==> config.mk <==
export PLATFORM = sky130hd
export DESIGN_NAME = loopback_uart_regs
export DESIGN_NICKNAME = d
export VERILOG_FILES = /design/src/rtl/lbu_pkg.sv /design/src/rtl/lbu_fifo.sv /design/src/rtl/lbu_csr.sv /design/src/rtl/lbu_rdmux.sv /design/src/rtl/loopback_uart_regs.sv
export SDC_FILE = /design/constraint.sdc
export NUM_CORES = 1
export LEC_CHECK = 0
export BUFFER_PORTS_ARGS = -buffer_cell sky130_fd_sc_hd__buf_2
export CAP_MARGIN = 10
export CORE_ASPECT_RATIO = 0.7
export CORE_UTILIZATION = 60
export DETAILED_ROUTE_END_ITERATION = 10
export PLACE_DENSITY = 0.77
export SLEW_MARGIN = 20
export SYNTH_ARGS = -nofsm -noshare
export SYNTH_HDL_FRONTEND = slang
export SYNTH_SLANG_ARGS = --single-unit
==> constraint.sdc <==
create_clock -name clk -period 3.8 [get_ports clk]
set_input_delay 0.76 -clock clk [delete_from_list [all_inputs] [get_ports clk]]
set_output_delay 0.76 -clock clk [all_outputs]
set_load 0.01 [all_outputs]
==> src/rtl/lbu_pkg.sv <==
package lbu_pkg;

    localparam int unsigned REG_AW = 3;
    localparam int unsigned BYTE_W = 8;

    typedef enum logic [2:0] {
        OFS_DATA = 3'd0,
        OFS_IER  = 3'd1,
        OFS_IIR  = 3'd2,
        OFS_LCR  = 3'd3,
        OFS_MCR  = 3'd4,
        OFS_LSR  = 3'd5,
        OFS_MSR  = 3'd6,
        OFS_SCR  = 3'd7
    } ofs_e;

    typedef enum logic [1:0] {
        ST_IDLE    = 2'd0,
        ST_ACCESS  = 2'd1,
        ST_DRAINED = 2'd2
    } acc_state_e;

    // bit positions that other logic decodes
    localparam int unsigned LCR_DIVSEL = 7;
    localparam int unsigned EN_RXLVL   = 0;
    localparam int unsigned EN_TXEMPTY = 1;
    localparam int unsigned EN_LINE    = 2;
    localparam int unsigned EN_MODEM   = 3;
    localparam int unsigned MCR_DTR    = 0;
    localparam int unsigned MCR_RTS    = 1;
    localparam int unsigned MCR_AUTOFC = 5;

    // identification codes
    localparam logic [7:0] ID_LINE    = 8'h06;
    localparam logic [7:0] ID_RXLVL   = 8'h04;
    localparam logic [7:0] ID_TXEMPTY = 8'h02;
    localparam logic [7:0] ID_MODEM   = 8'h00;
    localparam logic [7:0] ID_NONE    = 8'h01;
    localparam logic [7:0] ID_TOPBITS = 8'hC0;

    // line status bits
    localparam logic [7:0] LS_READY   = 8'h01;
    localparam logic [7:0] LS_OVERRUN = 8'h02;
    localparam logic [7:0] LS_EMPTY   = 8'h60;

    // modem status bits
    localparam logic [7:0] MS_FIXED   = 8'hA2;
    localparam logic [7:0] MS_CLEAR   = 8'h11;

    function automatic logic [7:0] trig_level(input logic [1:0] code);
        logic [7:0] lvl;
        unique case (code)
            2'b00: lvl = 8'd1;
            2'b01: lvl = 8'd4;
            2'b10: lvl = 8'd8;
            default: lvl = 8'd14;
        endcase
        return lvl;
    endfunction

endpackage

==> src/rtl/lbu_fifo.sv <==
module lbu_fifo #(
    parameter int unsigned DEPTH = 16,
    parameter int unsigned WIDTH = 8
) (
    input  logic                        clk,
    input  logic                        rst_n,
    input  logic                        push,
    input  logic                        pop,
    input  logic [WIDTH-1:0]            din,
    output logic [WIDTH-1:0]            dout,
    output logic [$clog2(DEPTH):0]      count
);
    localparam int unsigned AW = $clog2(DEPTH);
    localparam int unsigned CW = AW + 1;
    localparam logic [AW-1:0] LAST_IDX = AW'(DEPTH - 1);
    localparam logic [CW-1:0] FULL_CNT = CW'(DEPTH);

    logic [WIDTH-1:0] store [DEPTH];
    logic [AW-1:0]    head_q;
    logic [AW-1:0]    tail_q;
    logic [CW-1:0]    cnt_q;
    logic             do_push;
    logic             do_pop;

    assign do_push = push && (cnt_q != FULL_CNT);
    assign do_pop  = pop && (cnt_q != '0);
    assign dout    = store[tail_q];
    assign count   = cnt_q;

    genvar gi;
    generate
        for (gi = 0; gi < int'(DEPTH); gi++) begin : g_slot
            always_ff @(posedge clk) begin
                if (do_push && (head_q == AW'(gi))) begin
                    store[gi] <= din;
                end
            end
        end
    endgenerate

    always_ff @(posedge clk or negedge rst_n) begin
        if (!rst_n) begin
            head_q <= '0;
            tail_q <= '0;
            cnt_q  <= '0;
        end else begin
            if (do_push) begin
                head_q <= (head_q == LAST_IDX) ? '0 : head_q + 1'b1;
            end
            if (do_pop) begin
                tail_q <= (tail_q == LAST_IDX) ? '0 : tail_q + 1'b1;
            end
            unique case ({do_push, do_pop})
                2'b10:   cnt_q <= cnt_q + 1'b1;
                2'b01:   cnt_q <= cnt_q - 1'b1;
                default: cnt_q <= cnt_q;
            endcase
        end
    end

endmodule

==> src/rtl/lbu_csr.sv <==
module lbu_csr
    import lbu_pkg::*;
(
    input  logic        clk,
    input  logic        rst_n,
    input  logic        wr_en,
    input  logic [2:0]  addr,
    input  logic [7:0]  wdata,
    output logic [7:0]  lcr,
    output logic [7:0]  mcr,
    output logic [7:0]  ier,
    output logic [7:0]  scr,
    output logic [15:0] divisor,
    output logic [1:0]  trig_code
);
    logic divsel;
    assign divsel = lcr[LCR_DIVSEL];

    always_ff @(posedge clk or negedge rst_n) begin
        if (!rst_n) begin
            lcr       <= '0;
            mcr       <= '0;
            ier       <= '0;
            scr       <= '0;
            divisor   <= '0;
            trig_code <= '0;
        end else if (wr_en) begin
            unique case (ofs_e'(addr))
                OFS_DATA: if (divsel) divisor[7:0] <= wdata;
                OFS_IER: begin
                    if (divsel) divisor[15:8] <= wdata;
                    else        ier           <= wdata;
                end
                OFS_IIR: trig_code <= wdata[7:6];
                OFS_LCR: lcr       <= wdata;
                OFS_MCR: mcr       <= wdata;
                OFS_SCR: scr       <= wdata;
                default: ;
            endcase
        end
    end

endmodule

==> src/rtl/lbu_rdmux.sv <==
module lbu_rdmux
    import lbu_pkg::*;
#(
    parameter int unsigned DEPTH = 16
) (
    input  logic [2:0]               addr,
    input  logic [7:0]               lcr,
    input  logic [7:0]               mcr,
    input  logic [7:0]               ier,
    input  logic [7:0]               scr,
    input  logic [15:0]              divisor,
    input  logic [1:0]               trig_code,
    input  logic [$clog2(DEPTH):0]   count,
    input  logic                     overrun,
    input  logic [7:0]               oldest,
    input  logic [7:0]               last_taken,
    output logic [7:0]               rd_val
);
    localparam int unsigned CW = $clog2(DEPTH) + 1;
    localparam logic [CW-1:0] FULL_CNT = CW'(DEPTH);

    logic          divsel;
    logic          is_empty;
    logic [CW-1:0] trig_cnt;
    logic [7:0]    id_val;
    logic [7:0]    ls_val;
    logic [7:0]    ms_val;

    assign divsel   = lcr[LCR_DIVSEL];
    assign is_empty = (count == '0);
    assign trig_cnt = CW'(trig_level(trig_code));

    always_comb begin
        id_val = '0;
        if (ier[EN_LINE] && overrun)       id_val |= ID_LINE;
        if (ier[EN_RXLVL] && (count >= trig_cnt)) id_val |= ID_RXLVL;
        if (ier[EN_TXEMPTY] && is_empty)   id_val |= ID_TXEMPTY;
        if (ier[EN_MODEM] && (mcr[MCR_RTS] || mcr[MCR_DTR])) id_val |= ID_MODEM;
        if (id_val == '0) id_val = ID_NONE;
        id_val |= ID_TOPBITS;
    end

    always_comb begin
        ls_val = '0;
        if (!is_empty) ls_val |= LS_READY;
        if (overrun)   ls_val |= LS_OVERRUN;
        if (is_empty)  ls_val |= LS_EMPTY;
    end

    always_comb begin
        ms_val = MS_FIXED;
        if (!mcr[MCR_AUTOFC] || (count < FULL_CNT)) ms_val |= MS_CLEAR;
    end

    always_comb begin
        unique case (ofs_e'(addr))
            OFS_DATA: rd_val = divsel ? divisor[7:0] : (is_empty ? last_taken : oldest);
            OFS_IER:  rd_val = divsel ? divisor[15:8] : {4'b0000, ier[3:0]};
            OFS_IIR:  rd_val = id_val;
            OFS_LCR:  rd_val = lcr;
            OFS_MCR:  rd_val = mcr;
            OFS_LSR:  rd_val = ls_val;
            OFS_MSR:  rd_val = ms_val;
            OFS_SCR:  rd_val = scr;
            default:  rd_val = '0;
        endcase
    end

endmodule

==> src/rtl/loopback_uart_regs.sv <==
module loopback_uart_regs
    import lbu_pkg::*;
#(
    parameter int unsigned DEPTH = 16
) (
    input  logic       clk,
    input  logic       rst_n,
    input  logic [2:0] bus_addr,
    input  logic       bus_wr,
    input  logic       bus_rd,
    input  logic [7:0] bus_wdata,
    output logic [7:0] bus_rdata,
    output logic       irq_o
);
    localparam int unsigned CW = $clog2(DEPTH) + 1;
    localparam logic [CW-1:0] FULL_CNT = CW'(DEPTH);

    logic [7:0]    lcr_q, mcr_q, ier_q, scr_q;
    logic [15:0]   div_q;
    logic [1:0]    trig_q;
    logic [CW-1:0] fifo_count;
    logic [7:0]    fifo_dout;
    logic [7:0]    last_q;
    logic [7:0]    rd_val;
    logic          ovr_q;
    logic          dlab;

    logic          take_wr, take_rd;
    logic          data_wr, data_rd;
    logic          push, pop, drop, drain;

    acc_state_e    state_q, state_d;

    assign dlab    = lcr_q[LCR_DIVSEL];
    assign take_wr = bus_wr;
    assign take_rd = bus_rd && !bus_wr;
    assign data_wr = take_wr && (ofs_e'(bus_addr) == OFS_DATA) && !dlab;
    assign data_rd = take_rd && (ofs_e'(bus_addr) == OFS_DATA) && !dlab;
    assign push    = data_wr && (fifo_count != FULL_CNT);
    assign drop    = data_wr && (fifo_count == FULL_CNT);
    assign pop     = data_rd && (fifo_count != '0);
    assign drain   = data_rd && ier_q[EN_TXEMPTY] && (fifo_count <= CW'(1));

    lbu_fifo #(.DEPTH(DEPTH), .WIDTH(BYTE_W)) u_fifo (
        .clk   (clk),
        .rst_n (rst_n),
        .push  (push),
        .pop   (pop),
        .din   (bus_wdata),
        .dout  (fifo_dout),
        .count (fifo_count)
    );

    lbu_csr u_csr (
        .clk       (clk),
        .rst_n     (rst_n),
        .wr_en     (take_wr),
        .addr      (bus_addr),
        .wdata     (bus_wdata),
        .lcr       (lcr_q),
        .mcr       (mcr_q),
        .ier       (ier_q),
        .scr       (scr_q),
        .divisor   (div_q),
        .trig_code (trig_q)
    );

    lbu_rdmux #(.DEPTH(DEPTH)) u_rdmux (
        .addr       (bus_addr),
        .lcr        (lcr_q),
        .mcr        (mcr_q),
        .ier        (ier_q),
        .scr        (scr_q),
        .divisor    (div_q),
        .trig_code  (trig_q),
        .count      (fifo_count),
        .overrun    (ovr_q),
        .oldest     (fifo_dout),
        .last_taken (last_q),
        .rd_val     (rd_val)
    );

    // datapath registers
    always_ff @(posedge clk or negedge rst_n) begin
        if (!rst_n) begin
            bus_rdata <= '0;
            last_q    <= '0;
            ovr_q     <= 1'b0;
        end else begin
            if (take_rd) bus_rdata <= rd_val;
            if (pop)     last_q    <= fifo_dout;
            if (drop) begin
                ovr_q <= 1'b1;
            end else if (take_rd && (ofs_e'(bus_addr) == OFS_LSR)) begin
                ovr_q <= 1'b0;
            end
        end
    end

    // access sequencer: state register
    always_ff @(posedge clk or negedge rst_n) begin
        if (!rst_n) state_q <= ST_IDLE;
        else        state_q <= state_d;
    end

    // access sequencer: next state
    always_comb begin
        state_d = state_q;
        unique case (state_q)
            ST_IDLE, ST_ACCESS, ST_DRAINED: begin
                if (drain)                 state_d = ST_DRAINED;
                else if (bus_wr || bus_rd) state_d = ST_ACCESS;
                else                       state_d = ST_IDLE;
            end
            default: state_d = ST_IDLE;
        endcase
    end

    // access sequencer: outputs
    always_comb begin
        irq_o = 1'b0;
        unique case (state_q)
            ST_DRAINED: irq_o = 1'b1;
            default:    irq_o = 1'b0;
        endcase
    end

endmodule

Word-level counts from Yosys, hierarchy flattened
Memory sizes are Yosys's and may differ from the RTL's.
Index checks and enable logic that the tools add are counted.
{"block": "word_totals", "ff_bits": 78, "ramBits": 128, "output_inout_bits": 9, "n_memories": 1}
{"block": "op_classes", "add_sub_neg": 4, "magnitude_cmp": 3, "n_eq_ne": 31, "mux": 99, "bitwise": 1, "n_reduce_logical": 69}
{"name": "u_fifo.store", "words": 16, "word_bits": 8, "read_ports": 1, "rd_ports_with_merged_regs": 0, "write_ports": 1, "line_no": "lbu_fifo.sv:18", "rtl": "logic [WIDTH-1:0] store [DEPTH];"}
{"op": "8-bit 2-to-1 mux", "n": 18}
{"op": "8-bit OR reduction", "n": 15}
{"op": "4-bit 2-to-1 mux", "n": 17}
{"op": "8-bit case mux with 8 select lines", "n": 1}
{"op": "1-bit 2-to-1 mux", "n": 52}
{"op": "4-bit equality test (second input constant)", "n": 9}
{"op": "1-bit logical AND", "n": 32}
{"op": "4-bit by 3-bit equality test with 1-bit output (second input constant)", "n": 4}
{"op": "3-bit equality test (second input constant)", "n": 4}
{"op": "4-bit case mux with 3 select lines", "n": 1}
{"op": "5-bit case mux with 2 select lines", "n": 1}
{"op": "3-bit 2-to-1 mux", "n": 3}
{"op": "3-bit AND reduction", "n": 3}
{"op": "4-bit by 1-bit adder with 4-bit output (second input constant)", "n": 2}
{"op": "4-bit by 2-bit equality test with 1-bit output (second input constant)", "n": 2}
{"op": "8-bit logical NOT", "n": 1}
{"op": "2-bit 2-to-1 mux", "n": 4}
{"op": "2-bit AND reduction", "n": 4}
{"op": "7-bit 2-to-1 mux", "n": 1}
{"op": "2-bit by 1-bit equality test with 1-bit output (second input constant)", "n": 3}
{"op": "2-bit equality test (second input constant)", "n": 3}
{"op": "3-bit by 2-bit equality test with 1-bit output (second input constant)", "n": 2}
{"op": "5-bit by 1-bit adder with 5-bit output (second input constant)", "n": 1}
{"op": "5-bit equality test (second input constant)", "n": 1}
{"op": "18 further kinds", "n": 23}

Longest topological paths before layout
{"block": "depth", "depth_word": 24, "mapped_depth": 11, "mapped_depth_nobuf": 10}

By module
Synthesis repeated with hierarchy kept, for this count alone.
{"block": "unflattened", "hier_cells": 636, "area_unflattened_um2": 9482.8}
{"module": "lbu_fifo", "n_inst": 1, "cells_per_inst": 321, "area_each_um2": 5859.4, "seq_area_each_um2": 4169.0}
{"module": "lbu_csr", "n_inst": 1, "cells_per_inst": 113, "area_each_um2": 1976.9, "seq_area_each_um2": 1251.2}
{"module": "lbu_rdmux", "n_inst": 1, "cells_per_inst": 129, "area_each_um2": 843.3, "seq_area_each_um2": 0.0}
{"module": "loopback_uart_regs", "n_inst": 1, "cells_per_inst": 73, "area_each_um2": 803.3, "seq_area_each_um2": 475.5}

Worst setup path after synthesis
No wires, ideal clock.
{"block": "synth_path", "path_kind": "in2reg", "start": "input port bus_addr[1]", "end": "register u_fifo.cnt_q[2], in the netlist u_fifo.count[2]", "arrival_time_ns": 2.602, "setup_slack_ns": 1.065, "path_stages": 8, "path_buffers": 2, "path_cell_list": "buf_2 or3_1 nor4_4 buf_2 ha_1 mux2i_1 nor2_1 xor2_1"}
{"block": "synth_between", "elab_chain_len": 7, "elab_cells_between_ends": 13, "classes_between": "2 x eq/ne; 1 x mux; 10 x reduce/logical"}
{"item": "start, declared", "line_no": "loopback_uart_regs.sv:8", "rtl": "input logic [2:0] bus_addr,"}
{"item": "3-bit logical NOT (*)", "line_no": "loopback_uart_regs.sv:38", "rtl": "assign data_rd = take_rd && (ofs_e'(bus_addr) == OFS_DATA) && !dlab;"}
{"item": "1-bit logical AND (*) (2 in series)", "line_no": "loopback_uart_regs.sv:38"}
{"item": "1-bit logical AND (*)", "line_no": "loopback_uart_regs.sv:41", "rtl": "assign pop = data_rd && (fifo_count != '0);"}
{"item": "named net pop", "line_no": "loopback_uart_regs.sv:30", "rtl": "logic push, pop, drop, drain;"}
{"item": "1-bit logical AND (*)", "line_no": "lbu_fifo.sv:26", "rtl": "assign do_pop = pop && (cnt_q != '0);"}
{"item": "2-bit by 1-bit equality test with 1-bit output / 2-bit equality test (equally long branches)", "line_no": "lbu_fifo.sv:53", "rtl": "unique case ({do_push, do_pop})"}
{"item": "5-bit case mux with 2 select lines / 2-bit nonzero test (equally long branches)"}
{"item": "end signal, assigned", "line_no": "lbu_fifo.sv:54", "rtl": "2'b10: cnt_q <= cnt_q + 1'b1;"}
{"item": "end signal, assigned", "line_no": "lbu_fifo.sv:55", "rtl": "2'b01: cnt_q <= cnt_q - 1'b1;"}
{"item": "end signal, assigned", "line_no": "lbu_fifo.sv:56", "rtl": "default: cnt_q <= cnt_q;"}
{"item": "end, declared", "line_no": "lbu_fifo.sv:21", "rtl": "logic [CW-1:0] cnt_q;"}
The timed path passes the listed nets; every way through them passes the cells marked *.
A chain may end at the register's enable or synchronous reset.

Final worst setup path
{"block": "layout_path", "start": "register u_fifo.cnt_q[0], in the netlist u_fifo.count[0]", "end": "memory u_fifo.store[10][4], enable pin"}
{"block": "layout_between", "elab_chain_len": 22, "elab_cells_between_ends": 96, "classes_between": "1 x eq/ne; 62 x mux; 33 x reduce/logical"}
{"item": "5-bit inequality test (*)", "line_no": "lbu_fifo.sv:25, loopback_uart_regs.sv:39"}
{"item": "1-bit logical AND", "line_no": "loopback_uart_regs.sv:39", "rtl": "assign push = data_wr && (fifo_count != FULL_CNT);"}
{"item": "1-bit logical AND (*)", "line_no": "lbu_fifo.sv:25", "rtl": "assign do_push = push && (cnt_q != FULL_CNT);"}
{"item": "1-bit logical AND", "line_no": "lbu_fifo.sv:34", "rtl": "if (do_push && (head_q == AW'(gi))) begin"}
{"item": "1-bit 2-to-1 mux", "line_no": "lbu_fifo.sv:34"}
{"item": "1-bit 2-to-1 mux (not written as such)", "line_no": "lbu_fifo.sv:35", "rtl": "store[gi] <= din;"}
{"item": "8-bit OR reduction (no source line)"}
{"item": "4-bit 2-to-1 mux (no source line) / 1-bit 2-to-1 mux (equally long branches) (15 in series)"}
{"item": "end, declared", "line_no": "lbu_fifo.sv:18"}
Mark *: on every way between the ends. The rest lies on a longest branch, timed or not.

==> results.ini <==
[status]
status = finished, final reports clean

[synth]
yosys_most_used_dff = edfxtp_1
synth_edf_count = 128
yosys_warnings = 0
syn_avg_cell_area_sq_um = 15.62
synth_top_cell_by_area = edfxtp_1
synth_seq_area_share_pct = 64.76
synth.area.top_cells = edfxtp_1 (43%), dfrtp_1 (22%), mux2_2 (7.2%)
synth_top_area_share_pct = 42.95
syn_area_sq_um = 8950
synthesis.nets = 601
syn_inst = 573
synth_cell_types = 49
async_reset_ff_share_pct = 37.86
synth-seq-cells = 206

[sta]
fin_crit_sh_pct = 70.53
setup_ws_ns = 1.120
slew_viol_final = 0
timing.slew.headroom_pct = 34.97
fmax_ghz = 0.3731
skew_ns = 0.009325
rsz0062_at_grt = false
fin_tns_setup_ns = 0
timing.final.hold_violations = 0
period_minus_slack_ns = 2.680
finalSetupViolCount = 0
worstMarginPinSlew_ns = 0.9754

[layout]
final_area_sq_um = 9894
num_antenna_cells = 0
multi_input_area_sq_um = 2979
seqCellArea_sq_um = 5796
final_common_cell = edfxtp_1
drive_gt1_share_pct = 24.26
mostFrequentLayoutCells = edfxtp_1 (128), dfrtp_1 (78), mux2_2 (57), nor2_1 (26), o21ai_0 (26)
nFillCells = 985
syn_to_final_growth_pct = 10.56
nets = 626

[cts]
cts_htree_levels = 1
clk_pin_slew_worst_paths_ns = 0.06
clk_latency_ns = 0.48
clock_path_buffers = 3
postCtsSetupBuffers = 0
ctsHoldBuffers = 0
clock-root-buffer = clkbuf_16
cts_tree = yes
cts_resized = 0
cts_sinks = 206
cts_made_buffers = 19

[grt]
grt_pass1_vias = 5107
antenna_found_initial = 0
grt_use_total_pct = 27.16
grt_max_degree = 79
grt_remaining_overflow = 0
grt_pass1_wl_um = 30520

[routing]
wirelength_um = 19770
wl_per_cell_um = 24.71
drt-initial-drc-count = 551
drc = 0
antenna_left = 0
vias_per_cell = 6.501
dr.pass1.iters = 6
vias = 5201

[floorplanning]
die_w_um = 148.0
start_util_pct = 62.88
io_pins = 24
fp.coreArea_sq_um = 14230
rows = 36
die_area_sq_um = 15420
die_y_um = 104.2

[worst_setup_path]
r2r_slack_ns = 1.12
path_cells = inv_1, ha_1, nand4bb_1, and3_1, inv_1, nor3_1, and2_1
r2r_cells = 7
cpLargestDelayFamily = simple AND/OR/NAND/NOR gates
reg2reg_from = u_fifo.count[0]$_DFFE_PN0P_
path_class = reg2reg
critPathCaptureType = register
path_buf_inv = 2
r2r-end = u_fifo.store[10][4]$_DFFE_PP_
cp.arrival_ns = 2.82
cp_common_cell = inv_1
cp_slowest_cell = dfrtp_1
critical_path_peak_fanout = 8
critPathMaxStageDelay_ns = 0.49
crit_required_ns = 3.94
start_kind = register

[run]
maxCapViolCount = 0

[power_and_ir_drop]
pwr_density_cell_nw_per_um2 = 631.1
p_leak_uw = 0.003599
finalPower_uw = 6244
vdd_drop_max_mv = 0.4474

[placed_design]
pre_cts_ws_ns = 0.6557
numPortBuffers = 23
placed_area_sq_um = 9268
dp_hpwl_um = 13420
gp_routability_congestion = 0.9254

[worst_hold_path]
hp-class = in2async

[power breakdown]
part / switching [uW] / internal (uW) / total (uW)
combinational: 733 / 687 / 1420
clock: 809 / 1120 / 1930
sequential: 254 / 2640 / 2890
[metal layers]
| layer | up-vias | global-route usage, % | wire (um) |
|---|---|---|---|
| met5 | - | 0 | 0 |
| met3 | 34 | 7.105 | 2178 |
| li1 | 2257 | - | - |
| met4 | 0 | 5.670 | 370 |
| met1 | 2644 | 43.75 | 8886 |
| met2 | 266 | 37.19 | 8336 |
[state kept, by name, indices dropped and copies added, names as in the netlist, 5 cells and up]
signal         count
u_fifo.count       5
u_csr.scr          8
u_csr.lcr          8
u_fifo.store     128
last_q             8
u_csr.divisor     16
u_csr.mcr          8
bus_rdata          8
[layout make-up]
cell class,instances,share of cell area [%]
multi-input combinational,326,30.11
sequential,206,58.57
tap,190,2.403
clock inverter,14,1.530
timing repair buffer,31,2.049
clock buffer,19,4.805
inverter,14,0.5311
[worst reg2reg max path, stage by stage, from the launching register on]
cell       delay, ns
dfrtp_1         0.49
inv_1           0.11
ha_1            0.27
nand4bb_1       0.20
and3_1          0.32
inv_1           0.16
nor3_1          0.37
and2_1          0.43
[through the flow]
step / utilization, % / std cells / hold WS, ns
final: 69.51 / 800 / 0.4213
after CTS: 69.51 / 800 / 0.4671
after global routing: 69.51 / 800 / 0.4957
after floorplan: - / 573 / 0.4392
after detailed placement: 65.11 / 767 / 0.4715
after global placement: 65.11 / 767 / 0.4634
[synth_stat cells (all sizes together) (3+ instances only)]
cell type and instances:
mux2 57, a211oi 4, mux2i 22, xor2 3
nor4 4, inv 14, ha 13, nand2b 4
clkbuf 13, a22oi 3, nand2 24, xnor2 4
a22o 4, nor2b 9, a31oi 4, and2 17
nand3 15, edfxtp 128, mux4 34, nor3 11
nor2 26, a221oi 3, a21oi 15, dfrtp 78
o21ai 26, nand4 3, and3 3, buf 14
[worst max-delay path by stage]
stage | startpoint | end | slack [ns] | depth (start not counted)
after global placement | bus_addr[2] | u_fifo.store[11][5]$_DFFE_PP_ | 0.79 | 6
final | u_fifo.count[0]$_DFFE_PN0P_ | u_fifo.store[10][4]$_DFFE_PP_ | 1.12 | 7
after floorplan | bus_addr[1] | u_fifo.count[2]$_DFFE_PN0P_ | 1.06 | 8
after detailed placement | bus_addr[2] | u_fifo.store[10][6]$_DFFE_PP_ | 0.66 | 6
after CTS | u_fifo.count[0]$_DFFE_PN0P_ | u_fifo.store[10][4]$_DFFE_PP_ | 1.12 | 7
after global routing | u_fifo.count[0]$_DFFE_PN0P_ | u_fifo.store[10][4]$_DFFE_PP_ | 0.93 | 7
[cells by family (layout without fill, tap and decap cells)]
family	Yosys count	in the layout	synth area share (%)
AND/OR/NAND/NOR	122	122	7.256
adder cells (fa/ha/maj)	13	13	1.817
flip-flops	206	206	64.76
XOR/XNOR	7	7	0.6850
buffers and inverters	41	78	1.957
multiplexers	113	113	18.57
AO/OA/AOI/OAI	71	71	4.963
No activity file was read; power rests on OpenSTA's default activity.
